File: src/rtl/ddr_frame_pkg.sv
package ddr_frame_pkg;
  typedef enum logic [1:0] {SEC_HDR, SEC_PAY, SEC_CRC, SEC_END} sec_e;
  localparam int MARK_W = 4;
  localparam logic [MARK_W-1:0] START_PAT = 4'b0110;
  localparam logic [MARK_W-1:0] END_PAT   = 4'b1001;
endpackage

File: src/rtl/ddr_frame_buf.sv
module ddr_frame_buf #(
  parameter int WORD_W = 16,
  parameter int DEPTH  = 16,
  localparam int AW    = $clog2(DEPTH)
) (
  input  logic              clk,
  input  logic              we,
  input  logic [AW-1:0]     waddr,
  input  logic [WORD_W-1:0] wdata,
  input  logic [AW-1:0]     raddr,
  output logic [WORD_W-1:0] rdata
);
  logic [WORD_W-1:0] mem [DEPTH];

  always_ff @(posedge clk) begin
    if (we) mem[waddr] <= wdata;
  end

  assign rdata = mem[raddr];
endmodule

File: src/rtl/ddr_frame_crc.sv
module ddr_frame_crc #(
  parameter int TYPE_W = 4,
  parameter int WORD_W = 16,
  parameter int CRC_W  = 8,
  parameter logic [CRC_W-1:0] CRC_POLY = 8'h07
) (
  input  logic              clk,
  input  logic              rst,
  input  logic              upd,
  input  logic              first,
  input  logic [TYPE_W-1:0] type_in,
  input  logic [WORD_W-1:0] word_in,
  output logic [CRC_W-1:0]  crc_q
);
  logic [CRC_W-1:0] crc_nxt;

  always_comb begin
    logic [CRC_W-1:0] c;
    c = crc_q;
    if (first) begin
      c = '0;
      for (int i = TYPE_W - 1; i >= 0; i--)
        c = (c << 1) ^ ((c[CRC_W-1] ^ type_in[i]) ? CRC_POLY : '0);
    end
    for (int i = WORD_W - 1; i >= 0; i--)
      c = (c << 1) ^ ((c[CRC_W-1] ^ word_in[i]) ? CRC_POLY : '0);
    crc_nxt = c;
  end

  always_ff @(posedge clk) begin
    if (rst)      crc_q <= '0;
    else if (upd) crc_q <= crc_nxt;
  end
endmodule

File: src/rtl/ddr_frame_ser.sv
module ddr_frame_ser
  import ddr_frame_pkg::*;
#(
  parameter int WORD_W = 16,
  parameter int LEN_W  = 4,
  parameter int TYPE_W = 4,
  parameter int CRC_W  = 8,
  localparam int HDR_W = MARK_W + TYPE_W,
  localparam int BL_W  = $clog2(WORD_W + 1)
) (
  input  logic              clk,
  input  logic              rst,
  input  logic              start,
  input  logic              two_lane,
  input  logic [TYPE_W-1:0] hdr_type,
  input  logic [LEN_W-1:0]  len,
  input  logic [CRC_W-1:0]  crc,
  output logic [LEN_W-1:0]  rd_addr,
  input  logic [WORD_W-1:0] rd_data,
  output logic              active,
  output logic              link_clk,
  output logic              link_d0,
  output logic              link_d1
);
  sec_e              sec;
  logic [BL_W-1:0]   bl;
  logic [LEN_W-1:0]  widx;
  logic [WORD_W-1:0] sr;
  logic [BL_W-1:0]   step;

  assign step    = two_lane ? BL_W'(2) : BL_W'(1);
  assign rd_addr = (sec == SEC_PAY) ? LEN_W'(widx + 1'b1) : '0;

  always_ff @(posedge clk) begin
    if (rst) begin
      active   <= 1'b0;
      sec      <= SEC_HDR;
      bl       <= '0;
      widx     <= '0;
      sr       <= '0;
      link_clk <= 1'b0;
      link_d0  <= 1'b1;
      link_d1  <= 1'b1;
    end else if (start) begin
      active   <= 1'b1;
      sec      <= SEC_HDR;
      sr       <= WORD_W'({START_PAT, hdr_type}) << (WORD_W - HDR_W);
      bl       <= BL_W'(HDR_W);
      widx     <= '0;
      link_clk <= 1'b0;
      link_d0  <= 1'b1;
      link_d1  <= 1'b1;
    end else if (active) begin
      link_clk <= ~link_clk;
      link_d0  <= two_lane ? sr[WORD_W-2] : sr[WORD_W-1];
      link_d1  <= two_lane ? sr[WORD_W-1] : 1'b1;
      if (bl == step) begin
        unique case (sec)
          SEC_HDR: begin
            sec <= SEC_PAY;
            sr  <= rd_data;
            bl  <= BL_W'(WORD_W);
          end
          SEC_PAY: begin
            if (widx == len) begin
              sec <= SEC_CRC;
              sr  <= WORD_W'(crc) << (WORD_W - CRC_W);
              bl  <= BL_W'(CRC_W);
            end else begin
              widx <= widx + 1'b1;
              sr   <= rd_data;
              bl   <= BL_W'(WORD_W);
            end
          end
          SEC_CRC: begin
            sec <= SEC_END;
            sr  <= WORD_W'(END_PAT) << (WORD_W - MARK_W);
            bl  <= BL_W'(MARK_W);
          end
          default: begin
            active <= 1'b0;
            sec    <= SEC_HDR;
          end
        endcase
      end else begin
        sr <= two_lane ? (sr << 2) : (sr << 1);
        bl <= bl - step;
      end
    end else begin
      link_clk <= 1'b0;
      link_d0  <= 1'b1;
      link_d1  <= 1'b1;
    end
  end
endmodule

File: src/rtl/ddr_frame_tx.sv
module ddr_frame_tx #(
  parameter int WORD_W    = 16,
  parameter int MAX_WORDS = 16,
  parameter int TYPE_W    = 4,
  parameter int CRC_W     = 8,
  parameter logic [CRC_W-1:0] CRC_POLY = 8'h07,
  localparam int LEN_W    = $clog2(MAX_WORDS)
) (
  input  logic              clk,
  input  logic              rst,
  input  logic              cfg_two_lane,
  input  logic              s_valid,
  output logic              s_ready,
  input  logic [TYPE_W-1:0] s_type,
  input  logic [LEN_W-1:0]  s_len,
  input  logic [WORD_W-1:0] s_data,
  output logic              link_clk,
  output logic              link_d0,
  output logic              link_d1
);
  logic              busy;
  logic [LEN_W-1:0]  wr_cnt;
  logic [LEN_W-1:0]  len_q;
  logic [TYPE_W-1:0] type_q;
  logic              two_q;
  logic              beat, first, last;
  logic [LEN_W-1:0]  cur_len;
  logic [TYPE_W-1:0] hdr_type;
  logic [CRC_W-1:0]  crc_q;
  logic [LEN_W-1:0]  rd_addr;
  logic [WORD_W-1:0] rd_data;

  assign s_ready  = ~busy;
  assign beat     = s_valid & s_ready;
  assign first    = (wr_cnt == '0);
  assign cur_len  = first ? s_len : len_q;
  assign last     = beat & (wr_cnt == cur_len);
  assign hdr_type = first ? s_type : type_q;

  always_ff @(posedge clk) begin
    if (rst) begin
      wr_cnt <= '0;
      len_q  <= '0;
      type_q <= '0;
      two_q  <= 1'b0;
    end else if (beat) begin
      if (first) begin
        len_q  <= s_len;
        type_q <= s_type;
      end
      if (last) begin
        wr_cnt <= '0;
        two_q  <= cfg_two_lane;
      end else begin
        wr_cnt <= wr_cnt + 1'b1;
      end
    end
  end

  ddr_frame_buf #(.WORD_W(WORD_W), .DEPTH(MAX_WORDS)) u_buf (
    .clk(clk), .we(beat), .waddr(wr_cnt), .wdata(s_data),
    .raddr(rd_addr), .rdata(rd_data)
  );

  ddr_frame_crc #(.TYPE_W(TYPE_W), .WORD_W(WORD_W), .CRC_W(CRC_W), .CRC_POLY(CRC_POLY)) u_crc (
    .clk(clk), .rst(rst), .upd(beat), .first(first),
    .type_in(s_type), .word_in(s_data), .crc_q(crc_q)
  );

  ddr_frame_ser #(.WORD_W(WORD_W), .LEN_W(LEN_W), .TYPE_W(TYPE_W), .CRC_W(CRC_W)) u_ser (
    .clk(clk), .rst(rst), .start(last), .two_lane(two_q),
    .hdr_type(hdr_type), .len(len_q), .crc(crc_q),
    .rd_addr(rd_addr), .rd_data(rd_data), .active(busy),
    .link_clk(link_clk), .link_d0(link_d0), .link_d1(link_d1)
  );
endmodule

File: config.mk
export PLATFORM = sky130hd
export DESIGN_NAME = ddr_frame_tx
export DESIGN_NICKNAME = d
export VERILOG_FILES = /design/src/rtl/ddr_frame_pkg.sv /design/src/rtl/ddr_frame_buf.sv /design/src/rtl/ddr_frame_crc.sv /design/src/rtl/ddr_frame_ser.sv /design/src/rtl/ddr_frame_tx.sv
export SDC_FILE = /design/constraint.sdc
export NUM_CORES = 1
export LEC_CHECK = 0
export CAP_MARGIN = 20
export CORE_ASPECT_RATIO = 0.5
export CORE_MARGIN = 2
export CORE_UTILIZATION = 60
export CTS_CLUSTER_DIAMETER = 60
export CTS_CLUSTER_SIZE = 28
export DETAILED_ROUTE_END_ITERATION = 10
export PLACE_DENSITY = 0.78
export SKIP_LAST_GASP = 1
export SYNTH_ARGS = -nofsm -noshare
export SYNTH_HDL_FRONTEND = slang
export SYNTH_SLANG_ARGS = --single-unit
File: constraint.sdc
create_clock -name clk -period 8.5 [get_ports clk]
set_clock_uncertainty 0.15 [all_clocks]
set_input_delay 1.7 -clock clk [delete_from_list [all_inputs] [get_ports clk]]
set_output_delay 1.7 -clock clk [all_outputs]
set_load 0.02 [all_outputs]
==> impl_results.md <==
* Detail Placement HPWL at 20,200 um
* Post-Place Worst Slack at 4.06 ns
* Flop pwr share at 54.4%
* Total power at 3.21 mW
* Die width at 217 um
* Via density at 6.58
* CTS tree: done
* Syn nets at 1,053
* R2R setup slack at 4.25 ns
* First-pass GRT wire length at 49,900 um
* Port buffer count at 31
* CTS Hold Buffers Added at 0
* Final core occ at 67.7%
* # Max-Cap Violations at 0
* Cells after Synth at 1,012
* Net Sw Power at 846 uW
* Total grt overflow at 0
* Largest buffer count on any clock path at 3
* CTS buffer count at 16
* Die area at 24,100 um2
* Total core area at 22,000 um2
* Critical-path top delay cell: buf_4
* Wirelength per Cell at 25.1 um
* Max-slew violation count at 0
* Rel. slew slack at 25.9%
* Most used flip-flop cell after synthesis: edfxtp_1
* YS warnings at 0
* Hold Violations, Final at 0
* Worst hold path class: register to register
* Die H at 111 um
* Cells along the critical path: buf_4 -> nand3_1 -> xnor2_4 -> nand2_2 -> o211a_1 -> o21ai_0 -> a221o_1 -> a31oi_1
* Clock Latency Late Sink at 0.51 ns
* 1st-iter DRT viols at 1,267
* Clock power frac at 27.6%
* Setup violators final at 0
* Tightest Pin Transition at 1.11 ns
* Fmax at 235 MHz
* #FFs+latches synth at 308
* CP peak stage delay at 0.69 ns
* Maximum VDD drop at 0.130 mV
* Final hold slack at 0.276 ns
* # H-tree levels at 1
* Leakage at 4.84 nW
* CP Launch Type: register
* Post-synth EDFFs at 256
* Synth Area per Inst at 13.5 um2
* Synth unique cells at 65
* Synthesized area at 13,700 um2
* Layout Nets at 1,068
* Number of global-route vias before repair at 8,315
* WP buf/inv at 1
* Critical path data required time at 8.73 ns
* Row Count at 38
* Area Growth Syn to Fin at 9.05%
* Sequential-to-total area share from yosys stat at 63.9%
* PwrDens at 216 nW/um2
* Period Utilization, post-route at 50.0%
* Initial antenna violation count at 2
* Setup TNS at 0 ns
* Synth async-reset ratio at 0%
* Antenna-violating nets left at 0
* Vias at 8,758
* GRT Resource Usage Total at 27.9%
* Drt drc at 0
* CP delay by family, top: compound AO/OA/AOI/OAI gates
* CTS-repair resized insts at 0
* Clock root buffer master: clkbuf_16
* Share of cells above drive strength 1 at 11.2%
* Min cycle time layout at 4.25 ns
* Largest net degree at the start of global routing at 68
* First-pass iteration count of the detailed router at 5
* Antenna Diode Count at 0
* Worst Path Class, Setup: register to register
* Comb pwr share at 18.0%
* Filler Cells Inserted at 1,496
* Status: complete, no violations
* Internal at 2.37 mW
* Switching share of power at 26.3%
* Initial Util at 62.0%
* RSZ-0062 raised after global routing: false
* # IOs at 32
* Reg clk slew, reported paths at 0.10 ns
* Total Wirelength at 33,500 um
* Worst Setup End Kind: register
* Gpl congestion at 0.907
* Sink Count at 308
* Setup Buffers After CTS at 0
* Worst EP arrival at 4.49 ns
* Setup ws final at 4.25 ns
* Crit-path max FO at 67
-- synth_stat cells (3+ instances only) --
cell      instances  area [um2]
a21oi_1          32         160
xor2_1           19         166
clkinv_1          3        11.3
o21ai_0          23         115
mux2i_1          44         440
a22oi_1           3        22.5
nand3b_1          4        30.0
or4_1             3        22.5
a32oi_1           3        26.3
buf_2            14        70.1
a221oi_1         14         123
inv_1            12        45.0
nand2_1         119         447
mux2_2            7        78.8
xnor2_4           4         110
nand4_1           3        18.8
xnor3_1           4        90.1
buf_1             4        15.0
o211a_1           4        40.0
clkbuf_1         40         150
dfxtp_1          52        1040
o221ai_1          5        43.8
a221o_1           8        80.1
nor3_1           18        90.1
o31ai_1           3        22.5
ha_1             12         150
mux4_2           22         495
edfxtp_1        256        7690
a211oi_1         38         285
o211ai_1          6        45.0
buf_4             3        22.5
o22a_1            4        35.0
nand2b_1          7        43.8
nand3_1          10        50.1
nor2_1           68         255
nor2b_1          24         150
o22ai_1          11        68.8
and2_1            6        37.5
a31oi_1          34         213
xnor2_1          33         289
xor3_1            3        71.3
-- sequential cells by signal, summed over array words and instances, names as in the netlist --
| signal | flops |
|---|---|
| len_q | 4 |
| two_q | 1 |
| type_q | 4 |
| u_buf.mem | 256 |
| u_crc.crc_q | 8 |
| u_ser.active | 1 |
| u_ser.bl | 5 |
| u_ser.link_clk | 1 |
| u_ser.link_d0 | 1 |
| u_ser.link_d1 | 1 |
| u_ser.sec | 2 |
| u_ser.sr | 16 |
| u_ser.widx | 4 |
| wr_cnt | 4 |
-- worst register-to-register path, cell delays in order (launching register included) --
cell and delay [ns]:
dfxtp_4 0.57, buf_4 0.70, nand3_1 0.43, xnor2_4 0.47, nand2_2 0.56, o211a_1 0.32
o21ai_0 0.60, a221o_1 0.26, a31oi_1 0.08
-- metal layers --
layer  GRT usage (%)  up-vias  part of all wire, %
met5               0        -                0.036
li1                -     3831                    -
met3            7.00       53                   12
met4            7.63        2                  2.3
met1            40.2     4367                   40
met2            42.6      505                   45
-- layout make-up --
class	count	area, um2	area share [%]
flip-flops and latches	308	8730	58.6
multi-input cells	626	4670	31.3
repair buffers	60	548	3.68
clock buffers	17	425	2.86
well taps	300	375	2.52
clock inverters	6	88.8	0.596
inverters	15	56.3	0.378
-- placed cells by master (no fill, tap or decap), types with 27 or more instances in the layout --
master,netlist,layout
edfxtp_1,256,256
nand2_1,119,118
nor2_1,68,56
dfxtp_1,52,51
mux2i_1,44,44
a211oi_1,38,38
a31oi_1,34,34
xnor2_1,33,33
a21oi_1,32,32
clkdlybuf4s50_1,0,31
buf_4,3,27
-- worst paths after layout --
path,from,end,depth (start not counted)
worst max-delay path,u_ser.widx[0]$_SDFFE_PP0P_,u_ser.sr[8]$_SDFFE_PP0P_,8
worst max register to register,u_ser.widx[0]$_SDFFE_PP0P_,u_ser.sr[8]$_SDFFE_PP0P_,8
worst min-delay path,u_ser.link_clk$_SDFF_PP0_,u_ser.link_clk$_SDFF_PP0_,1
worst min register to register,u_ser.link_clk$_SDFF_PP0_,u_ser.link_clk$_SDFF_PP0_,1
-- metrics by stage --
stage / instances / instance area, um2
floorplan: 1012 / 13700
global placement: 1306 / 14300
detailed placement: 1306 / 14300
CTS: 1329 / 14900
global route: 1332 / 14900
finish: 1332 / 14900
-- cells by family after synthesis --
| group | share of synthesized area [%] |
|---|---|
| simple gates | 9.23 |
| xor+xnor | 5.56 |
| flops | 63.9 |
| mux | 7.53 |
| compound gates | 10.1 |
| buf+inv | 2.46 |
| fa+ha+maj | 1.25 |
-- power by group through the flow --
| stage | Sequential, mW | Clock, mW | Combinational [mW] |
|---|---|---|---|
| 2_1_floorplan | 1.76 | 0 | 0.432 |
| 3_3_place_gp | 1.78 | 0 | 0.547 |
| 3_5_place_dp | 1.78 | 0 | 0.563 |
| 4_1_cts | 1.75 | 0.894 | 0.566 |
| 5_1_grt | 1.75 | 0.945 | 0.619 |
| 6_report | 1.75 | 0.888 | 0.578 |
No activity file was read; power rests on OpenSTA's default activity.
